**src/rtl/pcc_pkg.sv**
```systemverilog
package pcc_pkg;
  // Access kinds
  localparam logic [1:0] ACC_LOAD  = 2'd0;
  localparam logic [1:0] ACC_STORE = 2'd1;
  localparam logic [1:0] ACC_FETCH = 2'd2;

  // Permission vector bit positions {exec, write, read}
  localparam int PERM_RD = 0;
  localparam int PERM_WR = 1;
  localparam int PERM_EX = 2;
  localparam int PERM_N  = 3;

  // Cause vector bit positions
  localparam int CAUSE_GUARD = 0;
  localparam int CAUSE_PROT  = 1;
  localparam int CAUSE_STORE = 2;
  localparam int CAUSE_N     = 3;

  // Leaf entry field positions
  localparam int ENT_ACC_LSB  = 0;
  localparam int ENT_PRIV     = 3;
  localparam int ENT_ATTR_LSB = 4;
  localparam int ENT_REF      = 6;
  localparam int ENT_CHG      = 7;
  localparam logic [1:0] ATTR_NONIDEM_IO = 2'b10;
endpackage

```
**src/rtl/pcc_perm_eval.sv**
```systemverilog
module pcc_perm_eval
  import pcc_pkg::*;
(
  input  logic [PERM_N-1:0]  ent_acc,
  input  logic               ent_priv,
  input  logic [1:0]         ent_attr,
  input  logic [1:0]         acc,
  input  logic               user,
  input  logic               partition,
  input  logic [PERM_N-1:0]  amr,
  output logic [PERM_N-1:0]  perm,
  output logic [CAUSE_N-1:0] cause
);
  logic              is_fetch, is_store, guard_hit;
  logic [PERM_N-1:0] need;
  logic [PERM_N-1:0] granted;

  assign is_fetch  = (acc == ACC_FETCH);
  assign is_store  = (acc == ACC_STORE);
  assign guard_hit = is_fetch && (ent_attr == ATTR_NONIDEM_IO);

  // One-hot need vector; code 3 falls to the load case
  always_comb begin
    need = '0;
    unique case (acc)
      ACC_STORE: need[PERM_WR] = 1'b1;
      ACC_FETCH: need[PERM_EX] = 1'b1;
      default:   need[PERM_RD] = 1'b1;
    endcase
  end

  // Permission selection per stage and privilege
  always_comb begin
    if (!partition && ent_priv && user)
      granted = '0;
    else if (!partition && !ent_priv && !user)
      granted = ent_acc & amr;
    else
      granted = ent_acc;
  end

  logic [PERM_N-1:0] miss;
  for (genvar b = 0; b < PERM_N; b++) begin : g_miss
    assign miss[b] = need[b] & ~granted[b];
  end

  always_comb begin
    cause = '0;
    perm  = granted;
    if (guard_hit) begin
      cause[CAUSE_GUARD] = 1'b1;
      perm               = '0;
    end else if (|miss) begin
      cause[CAUSE_PROT]  = 1'b1;
      cause[CAUSE_STORE] = is_store;
    end
  end
endmodule

```
**src/rtl/pcc_rc_update.sv**
```systemverilog
module pcc_rc_update
  import pcc_pkg::*;
#(
  parameter int PTE_W = 64
) (
  input  logic [PTE_W-1:0]  ent_in,
  input  logic [1:0]        acc,
  input  logic              ok,
  input  logic [PERM_N-1:0] perm_in,
  output logic [PTE_W-1:0]  ent_out,
  output logic              changed,
  output logic [PERM_N-1:0] perm_out
);
  logic is_store;
  assign is_store = (acc == ACC_STORE);

  always_comb begin
    ent_out  = ent_in;
    perm_out = perm_in;
    if (ok) begin
      ent_out[ENT_REF] = 1'b1;
      if (is_store) ent_out[ENT_CHG] = 1'b1;
      else          perm_out[PERM_WR] = 1'b0;
    end
  end

  assign changed = ok && (ent_out != ent_in);
endmodule

```
**src/rtl/pcc_hold_slot.sv**
```systemverilog
module pcc_hold_slot #(
  parameter int W = 8
) (
  input  logic         clk,
  input  logic         rst_n,
  input  logic         load,
  input  logic [W-1:0] din,
  output logic         valid,
  input  logic         ready,
  output logic [W-1:0] dout
);
  always_ff @(posedge clk) begin
    if (!rst_n) begin
      valid <= 1'b0;
      dout  <= '0;
    end else if (load) begin
      valid <= 1'b1;
      dout  <= din;
    end else if (valid && ready) begin
      valid <= 1'b0;
    end
  end

  // a waiting payload does not move
  p_hold_stable_r12: assert property (@(posedge clk) disable iff (!rst_n)
    valid && !ready |=> valid && $stable(dout));
  // nothing loads over a waiting payload
  p_no_overwrite_r12: assert property (@(posedge clk) disable iff (!rst_n)
    load |-> !valid);
endmodule

```
**src/rtl/pcc_top.sv**
```systemverilog
module pcc_top
  import pcc_pkg::*;
#(
  parameter int PTE_W  = 64,
  parameter int ADDR_W = 52
) (
  input  logic              clk,
  input  logic              rst_n,
  input  logic              req_valid,
  output logic              req_ready,
  input  logic [PTE_W-1:0]  req_pte,
  input  logic [ADDR_W-1:0] req_pte_addr,
  input  logic [1:0]        req_acc,
  input  logic              req_user,
  input  logic              req_partition,
  input  logic [2:0]        req_amr,
  output logic              rsp_valid,
  input  logic              rsp_ready,
  output logic [2:0]        rsp_perm,
  output logic              rsp_fault,
  output logic [2:0]        rsp_cause,
  output logic [PTE_W-1:0]  rsp_pte,
  output logic              wb_valid,
  input  logic              wb_ready,
  output logic [ADDR_W-1:0] wb_addr,
  output logic [PTE_W-1:0]  wb_data
);
  localparam int RSP_W = PTE_W + CAUSE_N + PERM_N;
  localparam int WB_W  = ADDR_W + PTE_W;

  logic              fire;
  logic [PERM_N-1:0] perm_raw, perm_fin;
  logic [CAUSE_N-1:0] cause;
  logic [PTE_W-1:0]  ent_new;
  logic              changed, ok;
  logic [RSP_W-1:0]  rsp_bus;
  logic [WB_W-1:0]   wb_bus;

  assign req_ready = !rsp_valid && !wb_valid;
  assign fire      = req_valid && req_ready;

  pcc_perm_eval u_eval (
    .ent_acc   (req_pte[ENT_ACC_LSB +: PERM_N]),
    .ent_priv  (req_pte[ENT_PRIV]),
    .ent_attr  (req_pte[ENT_ATTR_LSB +: 2]),
    .acc       (req_acc),
    .user      (req_user),
    .partition (req_partition),
    .amr       (req_amr),
    .perm      (perm_raw),
    .cause     (cause)
  );

  assign ok = (cause == '0);

  pcc_rc_update #(.PTE_W(PTE_W)) u_rc (
    .ent_in   (req_pte),
    .acc      (req_acc),
    .ok       (ok),
    .perm_in  (perm_raw),
    .ent_out  (ent_new),
    .changed  (changed),
    .perm_out (perm_fin)
  );

  pcc_hold_slot #(.W(RSP_W)) u_rsp (
    .clk   (clk),
    .rst_n (rst_n),
    .load  (fire),
    .din   ({ent_new, cause, perm_fin}),
    .valid (rsp_valid),
    .ready (rsp_ready),
    .dout  (rsp_bus)
  );

  pcc_hold_slot #(.W(WB_W)) u_wb (
    .clk   (clk),
    .rst_n (rst_n),
    .load  (fire && changed),
    .din   ({req_pte_addr, ent_new}),
    .valid (wb_valid),
    .ready (wb_ready),
    .dout  (wb_bus)
  );

  assign rsp_perm  = rsp_bus[PERM_N-1:0];
  assign rsp_cause = rsp_bus[PERM_N +: CAUSE_N];
  assign rsp_pte   = rsp_bus[RSP_W-1 -: PTE_W];
  assign rsp_fault = |rsp_cause;
  assign wb_data   = wb_bus[PTE_W-1:0];
  assign wb_addr   = wb_bus[WB_W-1 -: ADDR_W];

  // an accepted request shows a result next cycle
  p_fire_resp_r1: assert property (@(posedge clk) disable iff (!rst_n)
    fire |=> rsp_valid);
  // write-back appears only beside a successful result
  p_wb_success_r10: assert property (@(posedge clk) disable iff (!rst_n)
    $rose(wb_valid) |-> rsp_valid && !rsp_fault);
  // both slots hold the same updated entry while both wait
  p_wb_matches_r10: assert property (@(posedge clk) disable iff (!rst_n)
    wb_valid && rsp_valid |-> wb_data == rsp_pte);
  // a successful result always carries the reference bit
  p_ref_set_r8: assert property (@(posedge clk) disable iff (!rst_n)
    rsp_valid && !rsp_fault |-> rsp_pte[ENT_REF]);
  // guard fault stands alone with no permissions
  p_guard_alone_r2: assert property (@(posedge clk) disable iff (!rst_n)
    rsp_valid && rsp_cause[CAUSE_GUARD] |-> rsp_perm == '0 && $countones(rsp_cause) == 1);
  // is-store never appears without a protection fault
  p_store_with_prot_r7: assert property (@(posedge clk) disable iff (!rst_n)
    rsp_valid && rsp_cause[CAUSE_STORE] |-> rsp_cause[CAUSE_PROT]);
endmodule

```
**config.mk**
```make
export PLATFORM = sky130hd
export DESIGN_NAME = pcc_top
export DESIGN_NICKNAME = d
export VERILOG_FILES = /design/src/rtl/pcc_pkg.sv /design/src/rtl/pcc_perm_eval.sv /design/src/rtl/pcc_rc_update.sv /design/src/rtl/pcc_hold_slot.sv /design/src/rtl/pcc_top.sv
export SDC_FILE = /design/constraint.sdc
export NUM_CORES = 1
export LEC_CHECK = 0
export ABC_CLOCK_PERIOD_IN_PS = 2050
export BUFFER_PORTS_ARGS = -buffer_cell sky130_fd_sc_hd__buf_2
export CAP_MARGIN = 20
export CELL_PAD_IN_SITES_DETAIL_PLACEMENT = 1
export CELL_PAD_IN_SITES_GLOBAL_PLACEMENT = 1
export CORE_MARGIN = 1.5
export CORE_UTILIZATION = 30
export CTS_BUF_LIST = sky130_fd_sc_hd__clkbuf_8
export CTS_CLUSTER_SIZE = 14
export DETAILED_ROUTE_END_ITERATION = 8
export PLACE_DENSITY = 0.7
export SYNTH_ARGS = -nofsm -noshare
export SYNTH_HDL_FRONTEND = slang
export SYNTH_SLANG_ARGS = --single-unit
```
**constraint.sdc**
```tcl
create_clock -name clk -period 2.05 [get_ports clk]
set_clock_uncertainty 0.1 [all_clocks]
set_input_delay 0.3075 -clock clk [delete_from_list [all_inputs] [get_ports clk]]
set_output_delay 0.3075 -clock clk [all_outputs]
set_load 0.05 [all_outputs]
```
# ---- Word level (Yosys, flattened, before mapping)
# Index checks and enable logic that the tools add are counted.
dict set report word_totals {
  register_bits 188
  inputBits 128
  word_cells 54
  output_inout_bits 190
}
dict set report classes {
  n_reduce_logical 22
  n_mux 17
  n_bitwise 7
  n_eq_ne 4
}
# op count
set op_table {}
lappend op_table {{logical AND 1 bit} 11}
lappend op_table {{two-way mux 1 bit} 11}
lappend op_table {{two-way mux 3 bit} 3}
lappend op_table {{two-way mux 2 bit} 3}
lappend op_table {{OR reduction 3 bit} 2}
lappend op_table {{zero test 1 bit} 5}
lappend op_table {{equality test 2 bit, second input constant} 2}
lappend op_table {{nonzero test 2 bit} 2}
lappend op_table {{AND 1 bit} 3}
lappend op_table {{AND 3 bit} 1}
lappend op_table {{zero test 3 bit} 1}
lappend op_table {{NOT 1 bit} 3}
lappend op_table {{equality test 2 x 1 -> 1 bit, second input constant} 1}
lappend op_table {{!= test 2 bit} 1}
lappend op_table {{OR reduction 2 bit} 1}

# ---- Depth between registers and ports, before layout
# Gate-level depths: netlist of the first run.
dict set report depth {
  word_depth 16
  mapped_depth 10
  mapped_depth_nobuf 7
}

# ---- By module
# From an unflattened synthesis of the first run, not the netlist that was laid out.
dict set report unflattened {
  cells_unflattened 708
  hier_area_um2 7897.6
}
# mod cells_per_inst area_each_um2 n_inst seq_area_each_um2
set by_module_without_submodules {}
lappend by_module_without_submodules {{pcc_hold_slot at u_wb} 377 4415.5 1 2342.2}
lappend by_module_without_submodules {{pcc_hold_slot at u_rsp} 228 2716.4 1 1421.4}
lappend by_module_without_submodules {pcc_rc_update 71 541.8 1 0.0}
lappend by_module_without_submodules {pcc_perm_eval 27 188.9 1 0.0}
lappend by_module_without_submodules {pcc_top 5 35.0 1 0.0}

# ---- Worst setup path after synthesis of the first run
# No wires, ideal clock.
dict set report synth_path {
  path_kind {reg2reg}
  start {reg u_rsp.valid}
  end {reg u_rsp.dout[20]}
  period_less_slack_ns 2.372
  setup_ns 0.070
  t_arrival_ns 2.201
  setup_slack_ns -0.322
  t_required_ns 1.880
  path_stages_with_launch 7
  n_path_buf 2
  cell_sequence {dfxtp_1 -> nor2_1 -> and2_1 -> clkbuf_1 -> clkbuf_1 -> nand2_1 -> a21oi_1}
}
dict set report synth_via {
  elab_chain_len 3
}
# item line_no
set synth_lines {}
lappend synth_lines {{start, declared} pcc_hold_slot.sv:8} ;# output logic valid,
lappend synth_lines {{start signal, assigned} pcc_hold_slot.sv:14} ;# valid <= 1'b0;
lappend synth_lines {{start signal, assigned} pcc_hold_slot.sv:17} ;# valid <= 1'b1;
lappend synth_lines {{start signal, assigned} pcc_hold_slot.sv:20} ;# valid <= 1'b0;
lappend synth_lines {{zero test 1 bit} pcc_top.sv:39} ;# assign req_ready = !rsp_valid && !wb_valid;
lappend synth_lines {{logical AND 1 bit} pcc_top.sv:39}
lappend synth_lines {{net req_ready} pcc_top.sv:10} ;# output logic req_ready,
lappend synth_lines {{logical AND 1 bit} pcc_top.sv:40} ;# assign fire = req_valid && req_ready;
lappend synth_lines {{end signal, assigned} pcc_hold_slot.sv:18} ;# dout <= din;
lappend synth_lines {{end, declared} pcc_hold_slot.sv:10} ;# output logic [W-1:0] dout
# The timed path passes the listed nets, and every way through them passes these cells.
# A chain may end at the register's enable or synchronous reset.

# ---- Worst setup path in the final report of the first run
dict set report layout_path {
  start {in req_pte[5]}
  end {reg u_wb.dout[87]}
}
dict set report layout_via {
  elab_chain_len 8
  elab_cells_between_ends 9
  classes_between {2 x eq/ne; 3 x mux; 4 x reduce/logical}
}
# item line_no
set layout_lines {}
lappend layout_lines {{start, declared} pcc_top.sv:11} ;# input logic [PTE_W-1:0] req_pte,
lappend layout_lines {{equality test 2 bit *} pcc_perm_eval.sv:20} ;# assign guard_hit = is_fetch && (ent_attr == ATTR_NONIDEM_IO);
lappend layout_lines {{logical AND 1 bit *} pcc_perm_eval.sv:20}
lappend layout_lines {{two-way mux 1 bit or two-way mux 2 bit (tied branches)} pcc_perm_eval.sv:50} ;# if (guard_hit) begin
lappend layout_lines {{zero test 3 bit *} pcc_top.sv:54} ;# assign ok = (cause == '0);
lappend layout_lines {{two-way mux 2 bit} pcc_rc_update.sv:20} ;# if (ok) begin
lappend layout_lines {{!= test 2 bit} pcc_rc_update.sv:27} ;# assign changed = ok && (ent_out != ent_in);
lappend layout_lines {{logical AND 1 bit *} pcc_rc_update.sv:27}
lappend layout_lines {{logical AND 1 bit *} pcc_top.sv:79} ;# .load (fire && changed),
lappend layout_lines {{end signal, assigned} pcc_hold_slot.sv:18}
lappend layout_lines {{end, declared} pcc_hold_slot.sv:10}
# Every way passes the cells marked *; elsewhere a longest branch is shown, timed or not.

==> results of run 1 <==
==> power breakdown <==
group          switching, mW  internal (mW)
combinational           1.46          0.649
sequential             0.114           3.86
clock                   1.50          0.926
total                   3.08           5.43
==> synthesized netlist by cell type, types with 3 or more instances <==
| master | count | area [sq um] |
|---|---|---|
| nor3_1 | 3 | 15.0 |
| buf_2 | 15 | 75.1 |
| nor2_1 | 5 | 18.8 |
| inv_1 | 4 | 15.0 |
| o21ai_2 | 6 | 52.6 |
| nand2_1 | 250 | 938 |
| clkbuf_1 | 47 | 176 |
| a21oi_1 | 71 | 355 |
| o211ai_1 | 3 | 22.5 |
| nand2b_1 | 3 | 18.8 |
| dfxtp_1 | 188 | 3760 |
| nand3_1 | 35 | 175 |
| nand3_2 | 84 | 841 |
| o21ai_1 | 110 | 551 |
| buf_6 | 11 | 124 |
==> what timing repair did <==
action	in CTS	in global routing
setup buffers	0	0
hold buffers	111	0
endpoints found under the hold margin	166	0
setup endpoints to repair	0	2
resized for setup	0	2
==> final cells by class <==
type                       count  area share, %
sequential                   188           34.3
tap                          324           3.69
clock buffer                  18           2.25
multi-input combinational    590           29.2
inverter                       5          0.171
clock inverter                14           1.13
timing repair buffer         471           29.3
==> path summary, 6_finish.rpt <==
check,from,end,slack (ns),cells past startpoint
min,wb_ready,u_wb.valid,0.05,3
max,req_pte[5],u_wb.dout[87],0.04,9
min reg2reg,u_rsp.dout[2],u_rsp.dout[2],0.35,2
max reg2reg,u_rsp.valid,u_wb.dout[87],0.12,7
==> sequential cells by signal, indices dropped and copies added (netlist names) <==
register / count
u_wb.valid: 1
u_rsp.dout: 70
u_wb.dout: 116
u_rsp.valid: 1
==> critical path: cells and delay by family <==
kind	cells	cell delay, ns
buffers and inverters	4	1.07
and+or+nand+nor	3	0.47
AOI/OAI and AO/OA	2	0.37
==> layer usage <==
| metal | vias to the layer above | global-route usage (%) | share of wire, % |
|---|---|---|---|
| li1 | 3700 | - | - |
| met1 | 3495 | 24.4 | 43 |
| met2 | 220 | 34.9 | 48 |
| met3 | 54 | 5.05 | 5.4 |
| met4 | 0 | 8.83 | 3.2 |
| met5 | - | 0 | 0 |
==> through the flow <==
| stage | instances | utilization [%] | power [mW] |
|---|---|---|---|
| detailed placement | 1467 | 39.3 | 5.99 |
| global placement | 1467 | 39.3 | 5.96 |
| global route | 1610 | 45.4 | 8.94 |
| finish | 1610 | 45.4 | 8.51 |
| floorplan | 858 | - | 5.36 |
| CTS | 1610 | 45.4 | 8.62 |
==> logic make-up after synthesis <==
kind of cell    share of synthesized area [%]
compound gates                           14.9
buf+inv                                  5.47
fa+ha+maj                               0.341
simple gates                             28.1
flops                                    51.3
==> impl_metrics.xml, run 1 <==
<?xml version="1.0" encoding="UTF-8"?>
<metrics>
  <group name="detailed_routing">
    <metric name="drt_wl_total" unit="mm">26.0</metric>
    <metric name="initialDrtViolationCount" unit="">337</metric>
    <metric name="drt-pass1-iter-count" unit="">4</metric>
    <metric name="wire_per_inst" unit="um">16.2</metric>
    <metric name="route.detailed.drc" unit="">0</metric>
    <metric name="route.detailed.vias_per_inst" unit="">4.64</metric>
    <metric name="vias_after_detailed_routing" unit="">7469</metric>
    <metric name="drt.antenna.violating_nets" unit="">0</metric>
  </group>
  <group name="finish">
    <metric name="final_net_count" unit="">1403</metric>
    <metric name="seq_area" unit="sq mm">0.00377</metric>
    <metric name="multi_input_comb_area" unit="sq mm">0.00321</metric>
    <metric name="fill_cell_instance_count_of_the_final_layout" unit="">2919</metric>
    <metric name="layout_commonest_cell" unit="">buf_2</metric>
    <metric name="fin_area" unit="sq mm">0.0110</metric>
    <metric name="most-common-layout-cells" unit="">buf_2 (316), nand2_1 (250), dfxtp_1 (186)</metric>
    <metric name="post_route_cells_drive_above_1_share" unit="%">38.4</metric>
    <metric name="flow.area_growth_from_synthesis" unit="%">49.6</metric>
    <metric name="antenna_cells" unit="">0</metric>
  </group>
  <group name="sta">
    <metric name="period_share" unit="%">97.8</metric>
    <metric name="final_hold_viol_count" unit="">0</metric>
    <metric name="fmax" unit="MHz">499</metric>
    <metric name="setup_viol_count_final" unit="">0</metric>
    <metric name="timing.final.max_slew_violations" unit="">0</metric>
    <metric name="finalCriticalPeriod" unit="ns">2.01</metric>
    <metric name="fin_hold_ws" unit="ns">0.0496</metric>
    <metric name="layout_setup_ws" unit="ns">0.0448</metric>
    <metric name="setup_total_negative_slack" unit="ns">0</metric>
    <metric name="slew-limit-headroom" unit="%">68.5</metric>
    <metric name="worst_pin_slew" unit="ns">0.472</metric>
    <metric name="grt_setup_unrepaired" unit="">no</metric>
  </group>
  <group name="place">
    <metric name="postPlaceCellArea" unit="sq mm">0.00949</metric>
    <metric name="buffer_ports.inserted" unit="">317</metric>
    <metric name="finalWeightedCongestion" unit="">0.769</metric>
    <metric name="half_perimeter_wire_length_after_detailed_placement" unit="mm">17.2</metric>
    <metric name="detailedPlace.worstSlack" unit="ns">-0.0886</metric>
  </group>
  <group name="floorplan">
    <metric name="placementRows" unit="">57</metric>
    <metric name="design.core.area" unit="sq mm">0.0242</metric>
    <metric name="die-area" unit="sq mm">0.0254</metric>
    <metric name="die_width" unit="um">159</metric>
    <metric name="initial_utilization" unit="%">30.4</metric>
    <metric name="die_y" unit="um">159</metric>
    <metric name="ioPinCount" unit="">318</metric>
  </group>
  <group name="synth">
    <metric name="syn-num-nets" unit="">988</metric>
    <metric name="ys_async_sr_fraction" unit="%">0</metric>
    <metric name="synth-seq-cells" unit="">188</metric>
    <metric name="syn-instance-count" unit="">858</metric>
    <metric name="yosys.cell_types.count" unit="">34</metric>
    <metric name="number_of_synthesis_warnings" unit="">0</metric>
    <metric name="avgSynthCellArea" unit="sq um">8.56</metric>
    <metric name="part_of_the_yosys_area_used_for_sequential_elements" unit="%">51.3</metric>
    <metric name="count_of_flip_flops_with_a_built_in_enable_after_synthesis" unit="">0</metric>
    <metric name="synth_area" unit="sq mm">0.00734</metric>
    <metric name="dominantRegCellSynth" unit="">dfxtp_1</metric>
  </group>
  <group name="setup_path">
    <metric name="timing.critical_path.slowest_stage_cell" unit="">dlygate4sd3_1</metric>
    <metric name="setup.worst_path.start_class" unit="">input port</metric>
    <metric name="critical_path_required" unit="ns">2.28</metric>
    <metric name="cp_slowest_stage_delay" unit="ns">0.54</metric>
    <metric name="crit_path_cell_trace" unit="">dlygate4sd3_1, buf_2, and3b_1, a211oi_4, nand4_4, buf_12, buf_6, nand3_1, o21ai_1</metric>
    <metric name="timing.critical_path.fanout_max" unit="">25</metric>
    <metric name="worstSetupEndpointType" unit="">register</metric>
    <metric name="path_class" unit="">input port to register</metric>
    <metric name="cp_data_arrival_time" unit="ns">2.23</metric>
  </group>
  <group name="clock_network">
    <metric name="clk-insertion-delay-late" unit="ns">0.45</metric>
    <metric name="cts_tree" unit="">built</metric>
    <metric name="clock_tree.buffer_depth" unit="">2</metric>
    <metric name="clockRootBuffer" unit="">clkbuf_8</metric>
    <metric name="clk_pin_slew" unit="ns">0.10</metric>
    <metric name="numCtsBuffers" unit="">17</metric>
    <metric name="cts_htree_levels" unit="">4</metric>
    <metric name="cts_sinks" unit="">188</metric>
  </group>
  <group name="global_routing">
    <metric name="grt_start_max_net_pins" unit="">64</metric>
    <metric name="first_global_vias" unit="">7838</metric>
    <metric name="grt_pass1_wl" unit="mm">41.7</metric>
    <metric name="antenna_found_initial" unit="">0</metric>
    <metric name="grt_util_all_layers" unit="%">20.4</metric>
    <metric name="grt_remaining_overflow" unit="">0</metric>
  </group>
  <group name="job">
    <metric name="cap_viol_max_count" unit="">0</metric>
  </group>
  <group name="power">
    <metric name="power_density" unit="mW/mm^2">774</metric>
    <metric name="vdd_ir_drop_max" unit="uV">336</metric>
    <metric name="total_leakage_power" unit="nW">4.89</metric>
  </group>
  <group name="status">
    <metric name="result_of_the_run" unit="">finished clean</metric>
  </group>
  <group name="hold_path">
    <metric name="type_of_the_tightest_min_delay_check" unit="">input port to register</metric>
  </group>
</metrics>
(Power assumes the default switching activity.)
==> run 2, diff against run 1 <==
- PLACE_DENSITY: 0.7 -> 0.66
- SYNTH_HIERARCHICAL: unset -> 1
==> impl_metrics.xml, run 2 <==
<?xml version="1.0" encoding="UTF-8"?>
<metrics>
  <group name="finish">
    <metric name="antenna_cells" unit="">0</metric>
    <metric name="max_reg_flops" unit="">116</metric>
    <metric name="fin_area" unit="sq mm">0.0115</metric>
    <metric name="most-common-layout-cells" unit="">buf_2 (312), nor2b_1 (188), dfxtp_1 (188)</metric>
    <metric name="post_route_cells_drive_above_1_share" unit="%">39.1</metric>
    <metric name="top_register" unit="">u_wb/dout</metric>
    <metric name="layout_commonest_cell" unit="">buf_2</metric>
    <metric name="flow.area_growth_from_synthesis" unit="%">45.5</metric>
    <metric name="final_net_count" unit="">1214</metric>
    <metric name="layout_top_registers" unit="">u_wb/dout: 116 flops, u_rsp/dout: 70 flops</metric>
  </group>
  <group name="clock_network">
    <metric name="cts_sinks" unit="">188</metric>
    <metric name="cts_htree_levels" unit="">4</metric>
    <metric name="cts_tree" unit="">built</metric>
    <metric name="clock_tree.buffer_depth" unit="">2</metric>
    <metric name="numCtsBuffers" unit="">17</metric>
    <metric name="clockRootBuffer" unit="">clkbuf_8</metric>
    <metric name="clk_pin_slew" unit="ns">0.12</metric>
    <metric name="clk-insertion-delay-late" unit="ns">0.45</metric>
  </group>
  <group name="hold_path">
    <metric name="min_delay_worst_endpoint" unit="">u_wb/dout[94]</metric>
    <metric name="instance_count_along_the_most_critical_hold_path" unit="">3</metric>
    <metric name="hold_start" unit="">req_pte_addr[30]</metric>
    <metric name="type_of_the_tightest_min_delay_check" unit="">input port to register</metric>
  </group>
  <group name="floorplan">
    <metric name="placementRows" unit="">59</metric>
    <metric name="die_y" unit="um">165</metric>
    <metric name="die_width" unit="um">165</metric>
    <metric name="design.core.area" unit="sq mm">0.0259</metric>
    <metric name="initial_utilization" unit="%">30.5</metric>
    <metric name="ioPinCount" unit="">318</metric>
    <metric name="die-area" unit="sq mm">0.0273</metric>
  </group>
  <group name="place">
    <metric name="postPlaceCellArea" unit="sq mm">0.00944</metric>
    <metric name="detailedPlace.worstSlack" unit="ns">-0.828</metric>
    <metric name="half_perimeter_wire_length_after_detailed_placement" unit="mm">14.9</metric>
    <metric name="buffer_ports.inserted" unit="">317</metric>
    <metric name="finalWeightedCongestion" unit="">0.710</metric>
  </group>
  <group name="sta">
    <metric name="fmax" unit="MHz">411</metric>
    <metric name="grt_setup_unrepaired" unit="">yes</metric>
    <metric name="layout_setup_ws" unit="ns">-0.380</metric>
    <metric name="worst_pin_slew" unit="ns">0.412</metric>
    <metric name="finalCriticalPeriod" unit="ns">2.43</metric>
    <metric name="timing.final.max_slew_violations" unit="">0</metric>
    <metric name="final_hold_viol_count" unit="">0</metric>
    <metric name="period_share" unit="%">119</metric>
    <metric name="slew-limit-headroom" unit="%">72.5</metric>
    <metric name="fin_hold_ws" unit="ns">0.0253</metric>
    <metric name="setup_viol_count_final" unit="">117</metric>
  </group>
  <group name="detailed_routing">
    <metric name="wire_per_inst" unit="um">17.0</metric>
    <metric name="drt-pass1-iter-count" unit="">4</metric>
    <metric name="drt.antenna.violating_nets" unit="">0</metric>
    <metric name="drt_wl_total" unit="mm">24.4</metric>
    <metric name="route.detailed.drc" unit="">0</metric>
    <metric name="route.detailed.vias_per_inst" unit="">4.34</metric>
    <metric name="initialDrtViolationCount" unit="">174</metric>
    <metric name="vias_after_detailed_routing" unit="">6210</metric>
  </group>
  <group name="synth">
    <metric name="avgSynthCellArea" unit="sq um">11.2</metric>
    <metric name="syn-instance-count" unit="">708</metric>
    <metric name="syn-num-nets" unit="">838</metric>
    <metric name="synth.cells.most_frequent" unit="">dfxtp_1 (188), nor2b_1 (188), mux2i_1 (186)</metric>
    <metric name="synth-seq-cells" unit="">188</metric>
    <metric name="part_of_the_yosys_area_used_for_sequential_elements" unit="%">47.7</metric>
    <metric name="count_of_flip_flops_with_a_built_in_enable_after_synthesis" unit="">0</metric>
    <metric name="synth_area" unit="sq mm">0.00790</metric>
    <metric name="synth.area.top_cells" unit="">dfxtp_1 (48%), mux2i_1 (24%), nor2b_1 (15%)</metric>
    <metric name="netlist.top_cell.by_area" unit="">dfxtp_1</metric>
    <metric name="ys_async_sr_fraction" unit="%">0</metric>
    <metric name="yosys.area.top_type_share" unit="%">47.7</metric>
    <metric name="yosys.cell_types.count" unit="">33</metric>
    <metric name="number_of_synthesis_warnings" unit="">6</metric>
    <metric name="dominantRegCellSynth" unit="">dfxtp_1</metric>
  </group>
  <group name="power">
    <metric name="total_leakage_power" unit="nW">5.04</metric>
    <metric name="power_density" unit="mW/mm^2">772</metric>
    <metric name="vdd_ir_drop_max" unit="uV">323</metric>
  </group>
  <group name="setup_path">
    <metric name="crit_path_cell_trace" unit="">buf_6, buf_6, or3_4, a31o_1, a311oi_2, nor3_2, nand2b_1, o22ai_2, and4bb_4, buf_12, buf_12, buf_16, mux2i_1, nor2b_1</metric>
    <metric name="timing.critical_path.fanout_max" unit="">5</metric>
    <metric name="setup.worst_path.start_class" unit="">input port</metric>
    <metric name="rr_worst_depth" unit="">6</metric>
    <metric name="worstSetupEndpointType" unit="">register</metric>
    <metric name="critical_path_required" unit="ns">2.31</metric>
    <metric name="rr_endpoint" unit="">u_wb/dout[89]</metric>
    <metric name="path_class" unit="">input port to register</metric>
    <metric name="timing.critical_path.slowest_stage_cell" unit="">a311oi_2</metric>
    <metric name="critical_path.top_delay_family" unit="">simple AND/OR/NAND/NOR gates</metric>
    <metric name="cp_data_arrival_time" unit="ns">2.69</metric>
    <metric name="cp_slowest_stage_delay" unit="ns">0.35</metric>
    <metric name="reg2reg_setup_slack" unit="ns">0.33</metric>
    <metric name="crit-reg2reg-launch" unit="">u_rsp/valid</metric>
    <metric name="critical_path.n_buffers_inverters" unit="">5</metric>
  </group>
  <group name="global_routing">
    <metric name="grt_remaining_overflow" unit="">0</metric>
    <metric name="grt_util_all_layers" unit="%">17.1</metric>
    <metric name="antenna_found_initial" unit="">1</metric>
    <metric name="first_global_vias" unit="">6587</metric>
    <metric name="grt_pass1_wl" unit="mm">35.7</metric>
    <metric name="grt_start_max_net_pins" unit="">60</metric>
  </group>
  <group name="job">
    <metric name="cap_viol_max_count" unit="">0</metric>
  </group>
  <group name="status">
    <metric name="result_of_the_run" unit="">complete, but fails checks</metric>
    <metric name="failing_checks" unit="">negative setup slack</metric>
  </group>
</metrics>
==> run 2: cell types whose count changed in the layout (fill, tap and decap cells not counted), sizes merged, moves of 3 or more <==
cell	change
a21oi	-69
dlygate4sd3	-16
nor3b	+3
nand2	-249
nor2b	+188
mux2i	+186
clkbuf	+5
nand3	-119
o21ai	-117
buf	+3
o211ai	-5
nor2	-4
clkinv	+3
==> run 2: metal layers <==
layer	routed length, um	share of wire, %	GRT usage [%]
met3	1380	5.6	4.82
met2	12400	51	30.5
met5	8	0.033	0
met1	10200	42	19.3
met4	448	1.8	5.90
==> run 2: worst register-to-register path, delay by kind of cell, from the launching register on <==
kind	cells	cell delay, ns
flops	1	0.39
buf+inv	3	0.42
simple gates	2	0.50
mux	1	0.23
==> run 2: kinds of logic after synthesis <==
group,count (synthesis),synth area share [%]
buf+inv,112,10.5
compound gates,14,1.47
mux,186,23.6
simple gates,206,16.5
flops,188,47.7
fa+ha+maj,2,0.317
==> run 2: how the worst max path moves through the flow <==
stage                     startpoint        endpoint  cells past startpoint
after detailed placement  req_acc[0]   u_wb/dout[94]                     13
final                       req_user   u_wb/dout[89]                     14
after global placement    req_acc[0]   u_wb/dout[79]                     13
after global routing      req_pte[3]   u_wb/dout[93]                     13
after floorplan           req_acc[0]  u_wb/dout[100]                     14
after CTS                 req_acc[0]   u_wb/dout[71]                     14
==> run 2: what timing repair did <==
item | CTS | global route
gates resized for setup | 23 | 23
endpoints found under the hold margin | 118 | 0
hold buffers | 95 | 0
buffers inserted | 7 | 3
setup endpoints to repair | 117 | 117
pin swaps | 6 | 5
cloned | 7 | 8
==> run 2: layout make-up <==
cell class / count / area, sq um
Clock inverter: 15 / 175
Tap cell: 335 / 419
Inverter: 5 / 26.3
Fill cell: 2918 / 14400
Clock buffer: 17 / 234
Timing Repair Buffer: 464 / 3420
Sequential cell: 188 / 3760
Multi-Input combinational cell: 408 / 3450
==> run 2: through the flow <==
stage | power (mW) | util [%] | instances | TNS, ns
after floorplan | 5.56 | - | 708 | -46.80
after global placement | 5.96 | 36.4 | 1281 | -82.42
after detailed placement | 5.99 | 36.4 | 1281 | -86.95
after CTS | 8.91 | 43.1 | 1422 | -23.73
after global routing | 9.31 | 44.3 | 1432 | -44.40
final | 8.87 | 44.3 | 1432 | -32.31
==> run 2: power breakdown <==
part	switching, mW	internal (mW)	leakage (nW)
clock	1.56	1.03	0.209
sequential	0.108	3.86	1.53
combinational	1.39	0.925	3.30
==> run 3, diff against run 2 <==
- ABC_AREA: unset -> 1
- PLACE_DENSITY: 0.66 -> 0.72
==> impl_metrics.xml, run 3 <==
<?xml version="1.0" encoding="UTF-8"?>
<metrics>
  <group name="setup_path">
    <metric name="crit_top_cell" unit="">nand2_1</metric>
    <metric name="path_class" unit="">input port to register</metric>
    <metric name="critical_path.top_delay_family" unit="">simple AND/OR/NAND/NOR gates</metric>
    <metric name="critical_path.n_buffers_inverters" unit="">4</metric>
    <metric name="setup.worst_path.start_class" unit="">input port</metric>
    <metric name="timing.critical_path.slowest_stage_cell" unit="">nor2_2</metric>
    <metric name="cp_slowest_stage_delay" unit="ns">0.24</metric>
    <metric name="crit_path_cell_trace" unit="">buf_2, nand2_4, nor2_2, nor2_1, nand2_1, nand2_1, nand3_2, nand2_2, nor2_2, nor3_4, nand4_1, nand2_1, inv_1, nor2_4, buf_12, buf_16, o21ai_0, nor2_1</metric>
    <metric name="timing.critical_path.fanout_max" unit="">21</metric>
    <metric name="worstSetupEndpointType" unit="">register</metric>
    <metric name="critical_path_required" unit="ns">2.27</metric>
    <metric name="rr_worst_depth" unit="">6</metric>
    <metric name="stages_on_worst_setup_path" unit="">18</metric>
    <metric name="cp_data_arrival_time" unit="ns">2.26</metric>
  </group>
  <group name="power">
    <metric name="vdd_ir_drop_max" unit="uV">379</metric>
    <metric name="power_density" unit="mW/mm^2">896</metric>
    <metric name="seq_pwr_share" unit="%">43.0</metric>
    <metric name="p_clk_share" unit="%">29.1</metric>
    <metric name="total_leakage_power" unit="nW">5.37</metric>
    <metric name="pint" unit="mW">6.08</metric>
    <metric name="power.combinational.fraction" unit="%">27.9</metric>
    <metric name="power.net_switching" unit="mW">3.46</metric>
    <metric name="finalPower" unit="mW">9.54</metric>
    <metric name="switching_share" unit="%">36.3</metric>
  </group>
  <group name="finish">
    <metric name="flow.area_growth_from_synthesis" unit="%">47.1</metric>
    <metric name="fin_area" unit="sq mm">0.0106</metric>
    <metric name="most-common-layout-cells" unit="">nor2_1 (340), buf_2 (316), dfxtp_1 (188)</metric>
    <metric name="post_route_cells_drive_above_1_share" unit="%">34.3</metric>
    <metric name="max_reg_flops" unit="">116</metric>
    <metric name="fill_cell_instance_count_of_the_final_layout" unit="">2956</metric>
    <metric name="layout_commonest_cell" unit="">nor2_1</metric>
    <metric name="layout_top_registers" unit="">u_wb/dout: 116 flops, u_rsp/dout: 70 flops</metric>
    <metric name="antenna_cells" unit="">0</metric>
    <metric name="top_register" unit="">u_wb/dout</metric>
    <metric name="final_net_count" unit="">1430</metric>
  </group>
  <group name="synth">
    <metric name="synth-simple-area-share" unit="%">21.7</metric>
    <metric name="synth_area" unit="sq mm">0.00724</metric>
    <metric name="synth_fa_ha_area_share" unit="%">0.346</metric>
    <metric name="synth_mux_area_share" unit="%">0</metric>
    <metric name="count_of_flip_flops_with_a_built_in_enable_after_synthesis" unit="">0</metric>
    <metric name="ys_async_sr_fraction" unit="%">0</metric>
    <metric name="netlist.top_cell.by_area" unit="">dfxtp_1</metric>
    <metric name="syn-instance-count" unit="">935</metric>
    <metric name="synth-seq-cells" unit="">188</metric>
    <metric name="number_of_synthesis_warnings" unit="">6</metric>
    <metric name="synth.area.top_cells" unit="">dfxtp_1 (52%), nor2_1 (20%), o21ai_0 (13%)</metric>
    <metric name="dominantRegCellSynth" unit="">dfxtp_1</metric>
    <metric name="yosys.area.top_type_share" unit="%">52.0</metric>
    <metric name="synth.most_common_cell" unit="">nor2_1</metric>
    <metric name="synth.cells.most_frequent" unit="">nor2_1 (380), dfxtp_1 (188), o21ai_0 (186)</metric>
    <metric name="synth_top_family_by_area" unit="">simple AND/OR/NAND/NOR gates</metric>
    <metric name="synth_compound_area_share" unit="%">13.2</metric>
    <metric name="yosys.cell_types.count" unit="">26</metric>
    <metric name="syn-num-nets" unit="">1065</metric>
    <metric name="part_of_the_yosys_area_used_for_sequential_elements" unit="%">52.0</metric>
    <metric name="avgSynthCellArea" unit="sq um">7.74</metric>
    <metric name="synthXorXnorAreaFrac" unit="%">0</metric>
  </group>
  <group name="global_routing">
    <metric name="grt_util_all_layers" unit="%">20.5</metric>
    <metric name="grt_remaining_overflow" unit="">0</metric>
    <metric name="grt_start_max_net_pins" unit="">68</metric>
    <metric name="antenna_found_initial" unit="">0</metric>
    <metric name="grt_pass1_wl" unit="mm">39.9</metric>
    <metric name="first_global_vias" unit="">7830</metric>
  </group>
  <group name="place">
    <metric name="finalWeightedCongestion" unit="">0.776</metric>
    <metric name="half_perimeter_wire_length_after_detailed_placement" unit="mm">17.2</metric>
    <metric name="buffer_ports.inserted" unit="">317</metric>
    <metric name="postPlaceCellArea" unit="sq mm">0.00890</metric>
  </group>
  <group name="floorplan">
    <metric name="die_y" unit="um">158</metric>
    <metric name="design.core.area" unit="sq mm">0.0235</metric>
    <metric name="placementRows" unit="">56</metric>
    <metric name="ioPinCount" unit="">318</metric>
    <metric name="die-area" unit="sq mm">0.0251</metric>
    <metric name="die_width" unit="um">158</metric>
    <metric name="initial_utilization" unit="%">30.7</metric>
  </group>
  <group name="clock_network">
    <metric name="clk-insertion-delay-late" unit="ns">0.44</metric>
    <metric name="clock_tree.buffer_depth" unit="">2</metric>
    <metric name="clk_pin_slew" unit="ns">0.09</metric>
    <metric name="cts_htree_levels" unit="">4</metric>
    <metric name="clockRootBuffer" unit="">clkbuf_8</metric>
    <metric name="numCtsBuffers" unit="">17</metric>
    <metric name="cts_tree" unit="">built</metric>
    <metric name="cts_sinks" unit="">188</metric>
  </group>
  <group name="hold_path">
    <metric name="instance_count_along_the_most_critical_hold_path" unit="">4</metric>
    <metric name="type_of_the_tightest_min_delay_check" unit="">input port to register</metric>
  </group>
  <group name="detailed_routing">
    <metric name="drt.antenna.violating_nets" unit="">0</metric>
    <metric name="route.detailed.drc" unit="">0</metric>
    <metric name="vias_after_detailed_routing" unit="">7458</metric>
    <metric name="drt-pass1-iter-count" unit="">4</metric>
    <metric name="drt_wl_total" unit="mm">27.5</metric>
    <metric name="wire_per_inst" unit="um">16.9</metric>
    <metric name="initialDrtViolationCount" unit="">327</metric>
    <metric name="route.detailed.vias_per_inst" unit="">4.57</metric>
  </group>
  <group name="sta">
    <metric name="period_share" unit="%">99.4</metric>
    <metric name="worst_pin_slew" unit="ns">0.550</metric>
    <metric name="timing.final.max_slew_violations" unit="">0</metric>
    <metric name="setup_viol_count_final" unit="">0</metric>
    <metric name="final_hold_viol_count" unit="">0</metric>
    <metric name="slew-limit-headroom" unit="%">63.4</metric>
    <metric name="finalCriticalPeriod" unit="ns">2.04</metric>
    <metric name="grt_setup_unrepaired" unit="">yes</metric>
    <metric name="fmax" unit="MHz">491</metric>
    <metric name="setup_total_negative_slack" unit="ns">0</metric>
  </group>
  <group name="job">
    <metric name="cap_viol_max_count" unit="">0</metric>
  </group>
  <group name="status">
    <metric name="result_of_the_run" unit="">finished clean</metric>
  </group>
</metrics>
-- run 3: changes by cell type after synthesis, sizes merged, moves of 7 or more --
cell	previous run	this run
buf	88	99
clkbuf	19	26
inv	5	22
mux2i	186	0
nand2	1	17
nor2	1	385
nor2b	188	0
o21ai	0	187
-- run 3: per-layer routing --
| metal | track usage, % | vias up | wire [um] |
|---|---|---|---|
| li1 | - | 3609 | - |
| met1 | 21.8 | 3546 | 11000 |
| met2 | 36.9 | 246 | 13600 |
| met3 | 6.10 | 57 | 1960 |
| met4 | 9.70 | 0 | 989 |
| met5 | 0 | - | 0 |
-- run 3: per-stage QoR --
stage               hold WS (ns)  utilization (%)  cells  worst slack [ns]
CTS                       0.0558             44.3   1627            0.0521
floorplan                  0.323                -    935            -0.118
global placement           0.370             37.8   1485            -0.332
detailed placement         0.378             37.8   1485            -0.457
global route              0.0901             45.2   1632           -0.0702
finish                     0.108             45.2   1632            0.0118
-- run 3: power by group through the flow --
| stage | logic, mW | registers (mW) | clock network (mW) |
|---|---|---|---|
| floorplan | 0.683 | 5.25 | 0 |
| global placement | 2.39 | 4.17 | 0 |
| detailed placement | 2.41 | 4.18 | 0 |
| CTS | 2.58 | 4.10 | 2.92 |
| global route | 2.82 | 4.14 | 3.02 |
| finish | 2.66 | 4.11 | 2.78 |
-- run 3: cells by family after synthesis --
family | Yosys count
flip-flops | 188
adder cells (fa/ha/maj) | 2
AO/OA/AOI/OAI | 190
buffers and inverters | 147
AND/OR/NAND/NOR | 408
-- run 3: path summary, 6_finish.rpt --
check / startpoint / to / slack, ns
max reg2reg: u_wb/valid / u_rsp/dout[34] / 0.37
min reg2reg: u_rsp/valid / u_rsp/valid / 0.40
min: req_pte[0] / u_rsp/dout[6] / 0.11
max: req_user / u_wb/dout[65] / 0.01
-- run 3: what timing repair did --
item,CTS,global route
hold endpoints to repair,164,0
hold buffers,110,0
endpoints found under the setup margin,0,112
resized for setup,0,49
buffers inserted,0,3
-- run 3: final cells by class --
| class | count | area, sq um | share of cell area [%] |
|---|---|---|---|
| clock buffer | 18 | 248 | 2.33 |
| clock inverter | 14 | 194 | 1.82 |
| inverter | 22 | 114 | 1.07 |
| multi-input combinational | 600 | 2710 | 25.4 |
| sequential | 188 | 3760 | 35.4 |
| tap | 319 | 399 | 3.75 |
| timing repair buffer | 471 | 3220 | 30.3 |
-- run 3: worst reg2reg max path: stages (launching register included) --
cell and delay, ns:
dfxtp_1 0.34, nor2_2 0.14, nand2_2 0.11, inv_2 0.10
buf_4 0.43, o21ai_0 0.29, nor2_1 0.12
